## config.mk

```make
export PLATFORM = sky130hd
export DESIGN_NAME = cluster_incl_ctrl
export DESIGN_NICKNAME = d
export VERILOG_FILES = /design/src/rtl/cic_pkg.sv /design/src/rtl/cic_state_store.sv /design/src/rtl/cic_next_state.sv /design/src/rtl/cic_l1_cmd_hold.sv /design/src/rtl/cluster_incl_ctrl.sv
export SDC_FILE = /design/constraint.sdc
export NUM_CORES = 1
export LEC_CHECK = 0
export BUFFER_PORTS_ARGS = -buffer_cell sky130_fd_sc_hd__clkbuf_2
export CAP_MARGIN = 15
export CORE_MARGIN = 3
export CORE_UTILIZATION = 49
export DETAILED_ROUTE_END_ITERATION = 16
export PLACE_DENSITY = 0.67
export SYNTH_ARGS = -nofsm -noshare
export SYNTH_HDL_FRONTEND = slang
export SYNTH_SLANG_ARGS = --single-unit
```

## constraint.sdc

```tcl
create_clock -name clk -period 3.15 [get_ports clk]
set_input_delay 0.315 -clock clk [delete_from_list [all_inputs] [get_ports clk]]
set_output_delay 0.315 -clock clk [all_outputs]
set_load 0.02 [all_outputs]
```

## src/rtl/cic_pkg.sv

```systemverilog
package cic_pkg;

   typedef struct packed {
      logic vld;
      logic ib;
      logic cd;
   } line_t;

   typedef enum logic [3:0] {
      OP_IDLE   = 4'd0,
      OP_RFILL  = 4'd1,
      OP_WFILL  = 4'd2,
      OP_WBACK  = 4'd3,
      OP_DIRTY  = 4'd4,
      OP_XRD    = 4'd5,
      OP_XWR    = 4'd6,
      OP_XINV   = 4'd7,
      OP_EVICT  = 4'd8
   } op_t;

   localparam logic CMD_INVAL = 1'b0;
   localparam logic CMD_PURGE = 1'b1;

   localparam line_t LN_INV      = '{vld: 1'b0, ib: 1'b0, cd: 1'b0};
   localparam line_t LN_CLEAN_NI = '{vld: 1'b1, ib: 1'b0, cd: 1'b1};
   localparam line_t LN_CLEAN_I  = '{vld: 1'b1, ib: 1'b1, cd: 1'b1};
   localparam line_t LN_DIRTY_NI = '{vld: 1'b1, ib: 1'b0, cd: 1'b0};
   localparam line_t LN_DIRTY_I  = '{vld: 1'b1, ib: 1'b1, cd: 1'b0};

   function automatic logic is_inter(op_t op);
      return (op == OP_XRD) || (op == OP_XWR) || (op == OP_XINV);
   endfunction

endpackage

```

## src/rtl/cic_state_store.sv

```systemverilog
module cic_state_store
   import cic_pkg::*;
#(
   parameter int LINES = 16,
   localparam int IDX_W = $clog2(LINES)
)(
   input  logic             clk,
   input  logic             rst_n,
   input  logic             wr_en,
   input  logic [IDX_W-1:0] wr_idx,
   input  line_t            wr_line,
   input  logic [IDX_W-1:0] rd_a_idx,
   output line_t            rd_a_line,
   input  logic [IDX_W-1:0] rd_b_idx,
   output line_t            rd_b_line
);

   line_t lines_q [LINES];

   generate
      for (genvar g = 0; g < LINES; g++) begin : g_line
         always_ff @(posedge clk) begin
            if (!rst_n)
               lines_q[g] <= LN_INV;
            else if (wr_en && (wr_idx == IDX_W'(g)))
               lines_q[g] <= wr_line;
         end

         AST_INVALID_HAS_NO_BITS: assert property (@(posedge clk) disable iff (!rst_n)
            !lines_q[g].vld |-> (!lines_q[g].ib && !lines_q[g].cd));
      end
   endgenerate

   assign rd_a_line = lines_q[rd_a_idx];
   assign rd_b_line = lines_q[rd_b_idx];

endmodule

```

## src/rtl/cic_next_state.sv

```systemverilog
module cic_next_state
   import cic_pkg::*;
(
   input  line_t cur,
   input  op_t   op,
   input  logic  excl,
   output line_t nxt,
   output logic  need_l1,
   output logic  l1_kind
);

   always_comb begin
      nxt     = cur;
      need_l1 = 1'b0;
      l1_kind = CMD_INVAL;
      unique case (op)
         OP_RFILL: begin
            if (!cur.vld) nxt = LN_CLEAN_I;
            else          nxt.ib = 1'b1;
         end
         OP_WFILL: nxt = LN_DIRTY_I;
         OP_WBACK: begin
            if (cur.vld) begin
               nxt.cd = 1'b0;
               if (excl) nxt.ib = 1'b0;
            end
         end
         OP_DIRTY: begin
            if (cur.vld) begin
               nxt.cd = 1'b0;
               nxt.ib = 1'b1;
            end
         end
         OP_XRD, OP_XWR, OP_XINV: begin
            if (!cur.vld) begin
               nxt = LN_INV;
            end else if (op == OP_XRD) begin
               nxt.cd = 1'b1;
               if (cur.ib && !cur.cd) begin
                  need_l1 = 1'b1;
                  l1_kind = CMD_PURGE;
               end
            end else begin
               nxt = LN_INV;
               if (cur.ib) begin
                  need_l1 = 1'b1;
                  l1_kind = cur.cd ? CMD_INVAL : CMD_PURGE;
               end
            end
         end
         OP_EVICT: begin
            nxt = LN_INV;
            if (cur.vld && cur.ib) begin
               need_l1 = 1'b1;
               l1_kind = cur.cd ? CMD_INVAL : CMD_PURGE;
            end
         end
         default: ;
      endcase
   end

endmodule

```

## src/rtl/cic_l1_cmd_hold.sv

```systemverilog
module cic_l1_cmd_hold
   import cic_pkg::*;
#(
   parameter int LINES = 16,
   localparam int IDX_W = $clog2(LINES)
)(
   input  logic             clk,
   input  logic             rst_n,
   input  logic             launch,
   input  logic [IDX_W-1:0] launch_idx,
   input  logic             launch_cmd,
   input  line_t            launch_line,
   input  logic             gnt,
   output logic             req,
   output logic             cmd,
   output logic [IDX_W-1:0] idx,
   output logic             commit,
   output line_t            commit_line
);

   logic             req_q;
   logic             cmd_q;
   logic [IDX_W-1:0] idx_q;
   line_t            line_q;

   always_ff @(posedge clk) begin
      if (!rst_n) begin
         req_q  <= 1'b0;
         cmd_q  <= CMD_INVAL;
         idx_q  <= '0;
         line_q <= LN_INV;
      end else if (launch) begin
         req_q  <= 1'b1;
         cmd_q  <= launch_cmd;
         idx_q  <= launch_idx;
         line_q <= launch_line;
      end else if (req_q && gnt) begin
         req_q  <= 1'b0;
      end
   end

   assign req         = req_q;
   assign cmd         = cmd_q;
   assign idx         = idx_q;
   assign commit      = req_q && gnt;
   assign commit_line = line_q;

   AST_NO_LAUNCH_WHILE_HELD: assert property (@(posedge clk) disable iff (!rst_n)
      launch |-> !req_q);

endmodule

```

## src/rtl/cluster_incl_ctrl.sv

```systemverilog
module cluster_incl_ctrl
   import cic_pkg::*;
#(
   parameter int LINES = 16,
   localparam int IDX_W = $clog2(LINES)
)(
   input  logic             clk,
   input  logic             rst_n,
   input  logic             op_valid,
   input  logic [3:0]       op_code,
   input  logic [IDX_W-1:0] op_idx,
   input  logic             op_excl,
   output logic             op_ready,
   output logic             l1_req,
   output logic             l1_cmd,
   output logic [IDX_W-1:0] l1_idx,
   input  logic             l1_gnt,
   input  logic [IDX_W-1:0] qry_idx,
   output logic [2:0]       qry_state
);

   generate
      if (LINES < 2)
         $error("cluster_incl_ctrl: LINES must be at least 2");
      if ((1 << IDX_W) != LINES)
         $error("cluster_incl_ctrl: LINES must be a power of two");
   endgenerate

   op_t   op;
   line_t cur_line;
   line_t nxt_line;
   line_t qry_line;
   line_t commit_line;
   line_t wr_line;
   logic  need_l1;
   logic  l1_kind;
   logic  accept;
   logic  launch;
   logic  commit;
   logic  wr_en;
   logic [IDX_W-1:0] wr_idx;

   assign op       = op_t'(op_code);
   assign op_ready = !l1_req;
   assign accept   = op_valid && op_ready;
   assign launch   = accept && need_l1;

   cic_state_store #(.LINES(LINES)) i_store (
      .clk       (clk),
      .rst_n     (rst_n),
      .wr_en     (wr_en),
      .wr_idx    (wr_idx),
      .wr_line   (wr_line),
      .rd_a_idx  (op_idx),
      .rd_a_line (cur_line),
      .rd_b_idx  (qry_idx),
      .rd_b_line (qry_line)
   );

   cic_next_state i_next (
      .cur     (cur_line),
      .op      (op),
      .excl    (op_excl),
      .nxt     (nxt_line),
      .need_l1 (need_l1),
      .l1_kind (l1_kind)
   );

   cic_l1_cmd_hold #(.LINES(LINES)) i_hold (
      .clk         (clk),
      .rst_n       (rst_n),
      .launch      (launch),
      .launch_idx  (op_idx),
      .launch_cmd  (l1_kind),
      .launch_line (nxt_line),
      .gnt         (l1_gnt),
      .req         (l1_req),
      .cmd         (l1_cmd),
      .idx         (l1_idx),
      .commit      (commit),
      .commit_line (commit_line)
   );

   always_comb begin
      if (commit) begin
         wr_en   = 1'b1;
         wr_idx  = l1_idx;
         wr_line = commit_line;
      end else begin
         wr_en   = accept && !need_l1;
         wr_idx  = op_idx;
         wr_line = nxt_line;
      end
   end

   assign qry_state = {qry_line.vld, qry_line.ib, qry_line.cd};

   AST_REQ_HELD: assert property (@(posedge clk) disable iff (!rst_n)
      (l1_req && !l1_gnt) |=> (l1_req && $stable(l1_idx) && $stable(l1_cmd)));
   AST_BUSY_BLOCKS: assert property (@(posedge clk) disable iff (!rst_n)
      l1_req |-> !op_ready);
   AST_NO_L1_WITHOUT_IB: assert property (@(posedge clk) disable iff (!rst_n)
      (accept && !cur_line.ib) |=> !l1_req);
   AST_DIRTYI_PURGES: assert property (@(posedge clk) disable iff (!rst_n)
      (accept && cur_line == LN_DIRTY_I && is_inter(op)) |=> (l1_req && l1_cmd == CMD_PURGE));
   AST_CLEANI_READ_QUIET: assert property (@(posedge clk) disable iff (!rst_n)
      (accept && cur_line == LN_CLEAN_I && op == OP_XRD) |=> !l1_req);
   AST_WFILL_DIRTY: assert property (@(posedge clk) disable iff (!rst_n)
      (accept && op == OP_WFILL && qry_idx == op_idx && $stable(qry_idx))
      |=> (qry_state == 3'b110));

endmodule

```

# Yosys cells after proc, flatten, opt, wreduce, memory -nomap -nowiden

Memories as Yosys holds them, arrays and structs flattened.
Cells that the tools add are included.
Widths: inputs -> output; s select.

Shifts and indexed selects: 0
Reductions and logical operators: 29
Bitwise gates (word level): 16
Equality and inequality tests: 23
Multipliers: 0
Add/sub/neg operators: 0
Div/mod/pow operators: 0
$lt $le $gt $ge: 0
Multiplexer cells: 91

Operators with widths:

| cell               | number |
|---|---|
| $mux 1             | 65 |
| $mux 3             | 18 |
| $eq 4x4->1 const B | 9 |
| $eq 4x3->1 const B | 8 |
| $logic_and 1x1->1  | 22 |
| $eq 4x2->1 const B | 4 |
| $or 1x1->1         | 16 |
| $pmux 2 s6         | 1 |
| $eq 4x1->1 const B | 2 |
| $mux 2             | 3 |
| $logic_not 4->1    | 1 |
| $mux 4             | 1 |
| $pmux 1 s2         | 2 |
| $logic_not 1->1    | 3 |
| $pmux 1 s3         | 1 |
| $reduce_or 3->1    | 1 |
| $reduce_bool 2->1  | 1 |
| $reduce_or 2->1    | 1 |

ROM bits: 0
Output and inout port bits: 10
Input port bits: 17
Memory bits (writable): 48
Bits in latches: 0
Bits in registers: 9
Memories: 1

Memory list:

| memory          | depth | bits a word | rd ports | clocked after memory_dff | wr ports | line                  | text |
|---|---|---|---|---|---|---|---|
| i_store.lines_q | 16    | 3           | 2        | 0                        | 16       | cic_state_store.sv:18 | `line_t lines_q [LINES];` |

# Longest topological paths before layout

Gate-level depths: netlist (run 1).
An unclocked memory read counts as a cell.

Word-level depth: 15
Depth in mapped cells: 11
Mapped depth without buffers: 6

# Cells and area by module

Synthesis (run 1) repeated with hierarchy kept, for this count alone.

Cell total of the unflattened synthesis: 283
Area total of the unflattened synthesis: 3543.4 µm²

By module, submodules not included:

| module            | instances | cells an instance | area each (µm²) |
|---|---|---|---|
| cic_state_store   | 1         | 204               | 2791.4 |
| cic_l1_cmd_hold   | 1         | 29                | 341.6 |
| cic_next_state    | 1         | 38                | 271.5 |
| cluster_incl_ctrl | 1         | 12                | 138.9 |

# Least setup slack after synthesis (run 1)

OpenSTA, ideal clock, no wires.

Path type: input-to-reg
From: input port op_idx[0]
To: memory i_store.lines_q[12][0] (netlist bit) (enable)
Data arrival time: 2.315 ns
Setup time: 0.344 ns
Setup slack: 0.491 ns
Stages: 10
Cell sequence: buf_6 > buf_12 > mux2_2 > mux4_2 > nand3b_1 > a211o_1 > buf_4 > a21oi_2 > buf_4 > o21ai_0

RTL lines:

| item        | line                    | text |
|---|---|---|
| from (decl) | cluster_incl_ctrl.sv:11 | `input logic [IDX_W-1:0] op_idx,` |
| to (decl)   | cic_state_store.sv:18   |  |

==> flow_metrics.tcl, run 1 <==
set metrics [dict create \
    die_area_um2 8604 \
    slew_violations 0 \
    crit_type "flop to flop" \
    io_buffer_count 26 \
    viasPerCell 6.487 \
    fin_crit_sh_pct 91.96 \
    rsz0062_at_grt "no" \
    regArea_um2 1622 \
    skew_ns 0.007498 \
    yosysWarningCount 0 \
    grt_max_degree 19 \
    synthCells 322 \
    syn_area_um2 3689 \
    max_cap_viol_count 0 \
    core_um2 7292 \
    cts_setup_buffers 0 \
    hold_depth 3 \
    crit_fanout 9 \
    antenna_cells 0 \
    clock_latency_ns 0.35 \
    die_width_um 92.76 \
    track_usage_pct 24.86 \
    num_rows 31 \
    synth_nets 339 \
    die_y_um 92.76 \
    ys_dominant_reg_cell "edfxtp_1" \
    cellPowerDensity_nw_per_um2 430.1 \
    vias 2997 \
    multiInputGateArea_um2 1877 \
    cts_hold_buf 0 \
    grt-busiest-layer "met2" \
    synth_cell_type_count 58 \
    ios 27 \
    layout.nets 375 \
    period_minus_slack_ns 2.897 \
    grt_pass1_vias 2801 \
    cts.sinks 57 \
    slew_headroom_pct 60.79 \
    ys_seq_area_share_pct 43.96 \
    cts.path.max_buffers 2 \
    synth_edf_count 48 \
    use_met1_pct 32.52 \
    synth.ff_latch_count 57 \
    drive_above_1_share_pct 30.85 \
    cts-root-buf "clkbuf_8" \
    hold_class "input pin to flop" \
    dp_worst_setup_slack_ns -0.07489 \
    grt_pass1_wl_um 15810 \
    final-instance-count-excl-fill 462 \
    drt_iter0_markers 306 \
    fmax_mhz 345.2 \
    use_met2_pct 40.25 \
    status "completed" \
    endpoint_kind "flop" \
    avgSynthCellArea_um2 11.46 \
    ant_nets 0 \
    firstDrtPassIters 5 \
    path_clk_slew_ns 0.07 \
    overflow 0 \
    rr_worst_depth 6 \
    antenna_found_initial 0 \
    async_reset_ff_share_pct 0 \
    setup_violations 0 \
    cts_made_buffers 9 \
    r2r_slack_ns 0.25 \
    detailed_place_hpwl_um 7538 \
    cp-start-kind "flop" \
    place_inst 446 \
    p_leak_nw 1.411 \
    holdWs_ns 0.3143 \
    fin_ws_ns 0.2533 \
    initial_core_util_pct 50.58 \
    ir_drop_uv 288.8 \
    htree_levels 3 \
    worst_pin_slew_ns 0.5820 \
    hold_start "l1_gnt" \
    cts_tree "yes" \
    use_met3_pct 5.037 \
    place_congestion 0.8643 \
    nFillCells 641 \
    area_growth_pct 12.18 \
    final-hold-violation-count 0 \
    worstPathRequired_ns 3.14 \
    r2r_end "i_store.lines_q[1][0]" \
    reg2reg_from "i_store.lines_q[5][1]" \
    cp.arrival_ns 2.89 \
    route.detailed.drc 0 \
    hold-path-endpoint "i_hold.req" \
    wirelength_um 10200 \
    cts-resized-gates 0 \
    wl_per_cell_um 22.07 \
]
[synthesized netlist by cell type, types with 4 or more instances]
master    instances  area [µm²]
a21oi_1          16       80.08
o21ai_0          19       95.09
nor3_1           27       135.1
nand2b_1          5       31.28
o22ai_1           5       31.28
edfxtp_1         48        1441
and2_1            4       25.02
nor2b_1           7       43.79
inv_1             6       22.52
nor3_2           10       100.1
nor2_1           31       116.4
clkbuf_1         10       37.54
mux2_2            4       45.04
buf_2             4       20.02
mux2i_1          13       130.1
a211oi_1          6       45.04
or3_1             4       25.02
dfxtp_1           9       180.2
nand2_1           6       22.52
buf_4             5       37.54
mux4_2           21       473.0
buf_6             4       45.04
nand3_1           8       40.04
[logic make-up (layout without fill, tap and decap cells)]
group                     after synthesis  count (layout)  synth area share, %
DFF                                    57              57                43.96
muxes                                  40              40                18.59
and+or+nand+nor                       115             115                17.57
buffers and inverters                  32              73                5.156
AOI/OAI and AO/OA                      76              76                14.25
xor gates and xnor gates                2               2               0.4750
[per-layer routing]
| layer | vias up | wire, µm |
|---|---|---|
| met5 | - | 0 |
| li1 | 1339 | - |
| met4 | 0 | 251 |
| met2 | 158 | 4985 |
| met3 | 26 | 875 |
| met1 | 1474 | 4085 |
[worst max path at each step]
stage | slack [ns] | cells after the start | from | end
global route | 0.12 | 6 | i_store.lines_q[4][1] | i_store.lines_q[1][2]
finish | 0.25 | 6 | i_store.lines_q[5][1] | i_store.lines_q[1][0]
global placement | 0.08 | 8 | op_idx[0] | i_store.lines_q[5][0]
floorplan | 0.49 | 10 | op_idx[0] | i_store.lines_q[12][0]
CTS | 0.26 | 6 | i_store.lines_q[4][1] | i_store.lines_q[1][1]
detailed placement | -0.07 | 8 | op_idx[0] | i_store.lines_q[1][0]
[cells in the final DEF, fill, tap and decap left out, types with 3 or more instances in the layout]
| cell | n |
|---|---|
| clkbuf_2 | 26 |
| or3_1 | 4 |
| mux2i_1 | 13 |
| mux4_2 | 21 |
| nor3_2 | 10 |
| nor2_1 | 31 |
| o21ai_1 | 3 |
| o21ai_0 | 19 |
| edfxtp_1 | 48 |
| inv_1 | 6 |
| nor3_1 | 27 |
| a21oi_1 | 16 |
| clkbuf_8 | 9 |
| a31o_2 | 3 |
| o22ai_1 | 5 |
| nand2_1 | 6 |
| and2_1 | 4 |
| nand3_1 | 8 |
| nand2b_1 | 5 |
| dfxtp_1 | 9 |
| buf_4 | 24 |
| a211oi_1 | 6 |
| nor2b_1 | 7 |
| mux2_2 | 4 |
| clkinv_2 | 3 |
| a221o_1 | 3 |
[critical path: stages (launching register included)]
cell	delay (ns)
edfxtp_1	0.42
mux4_2	0.49
mux2_1	0.35
or3b_1	0.19
a211o_1	0.26
a41oi_2	0.32
o21ai_0	0.51
[registers in the layout, summed over array words and instances, names as in the netlist]
signal and flops:
i_hold.cmd 1, i_hold.commit_line 3, i_hold.idx 4, i_hold.req 1
i_store.lines_q 48
[report_power, final]
| group | leakage (nW) | switching (mW) | internal, mW |
|---|---|---|---|
| clock network | 0.0835 | 0.307 | 0.279 |
| registers | 0.568 | 0.0193 | 0.845 |
| logic | 0.759 | 0.198 | 0.131 |
| total | 1.41 | 0.524 | 1.26 |
[metrics by stage]
stage	util, %	total power [mW]	instance area (µm²)	TNS (ns)
floorplan	-	1.102	3689	0
global route	56.74	1.841	4138	0
global placement	54.51	1.200	3975	0
detailed placement	54.51	1.205	3975	-0.2245
finish	56.74	1.780	4138	0
CTS	56.74	1.780	4138	0
[cell type report]
type | instances | share of cell area, %
timing repair buffer | 51 | 7.983
sequential | 57 | 39.19
clock inverter | 6 | 0.8467
tap | 99 | 2.994
inverter | 6 | 0.5443
multi-input combinational | 233 | 45.36
clock buffer | 10 | 3.084
Power figures use the tool's default switching activity.
==> run 2, diff against run 1 <==
--- a/config.mk
+++ b/config.mk
@@ -7,9 +7,11 @@
 export LEC_CHECK = 0
 export BUFFER_PORTS_ARGS = -buffer_cell sky130_fd_sc_hd__clkbuf_2
 export CAP_MARGIN = 15
+export CORE_ASPECT_RATIO = 1.1
 export CORE_MARGIN = 3
 export CORE_UTILIZATION = 49
 export DETAILED_ROUTE_END_ITERATION = 16
+export GPL_ROUTABILITY_DRIVEN = 0
 export PLACE_DENSITY = 0.67
 export SYNTH_ARGS = -nofsm -noshare
 export SYNTH_HDL_FRONTEND = slang
==> constraint.sdc (replaced) <==
create_clock -name clk -period 3.15 [get_ports clk]
set_input_delay 0.63 -clock clk [delete_from_list [all_inputs] [get_ports clk]]
set_output_delay 0.63 -clock clk [all_outputs]
set_load 0.02 [all_outputs]
==> flow_metrics.tcl, run 2 (synthesis results as in run 1) <==
set metrics [dict create \
    status "completed" \
    firstDrtPassIters 5 \
    final_util_pct 60.39 \
    clock_latency_ns 0.35 \
    reg2reg_from "i_store.lines_q[1][1]" \
    ant_nets 0 \
    grt_max_degree 18 \
    antenna_cells 0 \
    largest-register "i_store.lines_q" \
    hold_class "flop to flop" \
    cts_hold_buf 0 \
    final_cell_mix "48 x edfxtp_1, 45 x buf_4, 31 x nor2_1" \
    grt_pass1_vias 3074 \
    num_rows 32 \
    largest_reg_flops 48 \
    tns_ns 0 \
    worstPathRequired_ns 3.14 \
    crit_fanout 9 \
    grt_pass1_wl_um 16220 \
    cp-start-kind "input pin" \
    wirelength_um 10330 \
    skew_ns 0.008467 \
    cp.arrival_ns 2.98 \
    ios 27 \
    slew_headroom_pct 60.81 \
    drt_iter0_markers 285 \
    drive_above_1_share_pct 34.38 \
    area_growth_pct 17.33 \
    cts_made_buffers 9 \
    vias 3050 \
    hold_start "i_hold.cmd" \
    setup_violations 0 \
    cellPowerDensity_nw_per_um2 429.0 \
    crit_type "input pin to flop" \
    cts.path.max_buffers 2 \
    endpoint_kind "flop" \
    rsz0062_at_grt "no" \
    max_cap_viol_count 0 \
    track_usage_pct 25.41 \
    holdWs_ns 0.4870 \
    r2r_end "i_store.lines_q[11][0]" \
    cts-root-buf "clkbuf_8" \
    rr_worst_depth 8 \
    die_width_um 88.73 \
    ir_drop_uv 224.8 \
    fin_crit_sh_pct 94.95 \
    p_leak_nw 1.526 \
    period_minus_slack_ns 2.991 \
    cts_tree "yes" \
    fmax_mhz 334.3 \
    route.detailed.drc 0 \
    cts.sinks 57 \
    mostFrequentLayoutCell "edfxtp_1" \
    layout.nets 398 \
    antenna_found_initial 0 \
    path_clk_slew_ns 0.06 \
    r2r_slack_ns 0.34 \
    slew_violations 0 \
    die_y_um 97.00 \
    wl_per_cell_um 22.03 \
    detailed_place_hpwl_um 7833 \
    initial_core_util_pct 51.47 \
    startpoint "op_idx[0]" \
    io_buffer_count 26 \
    worst_pin_slew_ns 0.5851 \
    die_area_um2 8606 \
    final-hold-violation-count 0 \
    htree_levels 3 \
    overflow 0 \
    setup.worst_path.end "i_store.lines_q[11][0]" \
    core_um2 7167 \
    viasPerCell 6.503 \
]
[run 2: cell types whose count changed in the layout (fill, tap and decap cells not counted)]
cell,previous run,this run
clkbuf_1,1,0
o21ai_1,3,5
clkinv_1,1,3
buf_12,1,3
o21ai_0,19,17
buf_4,24,45
clkinv_2,3,0
clkinv_4,1,0
bufinv_16,0,1
[run 2: layout make-up]
cell class	instances	area, µm²
fill	606	2839
multi-input combinational	233	1877
sequential	57	1622
timing repair buffer	74	528.0
clock buffer	9	123.9
tap	85	106.4
clock inverter	5	48.80
inverter	6	22.52
[run 2: timing repair]
item / CTS / global route
setup buffers: 0 / 0
gates resized for setup: 0 / 2
endpoints found under the setup margin: 0 / 6
[run 2: worst max-delay path, stage by stage]
cell	delay, ns
clkbuf_2	0.16
buf_12	0.17
buf_4	0.16
mux2i_1	0.12
a221o_1	0.33
o32ai_1	0.35
a211o_1	0.21
buf_4	0.15
a32oi_2	0.05
buf_4	0.18
o21ai_0	0.44
[run 2: where the power goes]
group          total [mW]  switching (mW)  internal (mW)  leakage, nW
registers           0.864          0.0178          0.846        0.568
logic               0.365           0.205          0.159        0.874
clock network       0.628           0.281          0.347       0.0837
[run 2: layer usage]
metal / wire length [µm] / up-vias / GRT usage (%)
li1: - / 1390 / -
met1: 4076 / 1478 / 32.38
met2: 5206 / 143 / 41.09
met3: 709 / 39 / 6.048
met4: 340 / 0 / 10.00
met5: 0 / - / 0
[run 2: per-stage QoR]
step,total power [mW],cells,worst slack (ns),cell area (µm²)
CTS,1.854,469,0.1409,4328
global route,1.919,469,0.01035,4328
floorplan,1.102,322,0.1759,3689
detailed placement,1.239,455,-0.2179,4155
global placement,1.233,455,-0.1404,4155
finish,1.857,469,0.1589,4328
[run 2: how the worst min path moves through the flow]
| stage | endpoint | cells after the start | slack, ns |
|---|---|---|---|
| 5_1_grt | i_hold.cmd | 2 | 0.49 |
| 3_5_place_dp | i_hold.cmd | 2 | 0.47 |
| 2_1_floorplan | i_hold.commit_line[1] | 1 | 0.46 |
| 3_3_place_gp | i_hold.cmd | 2 | 0.46 |
| 6_report | i_hold.cmd | 2 | 0.49 |
| 4_1_cts | i_hold.cmd | 2 | 0.48 |
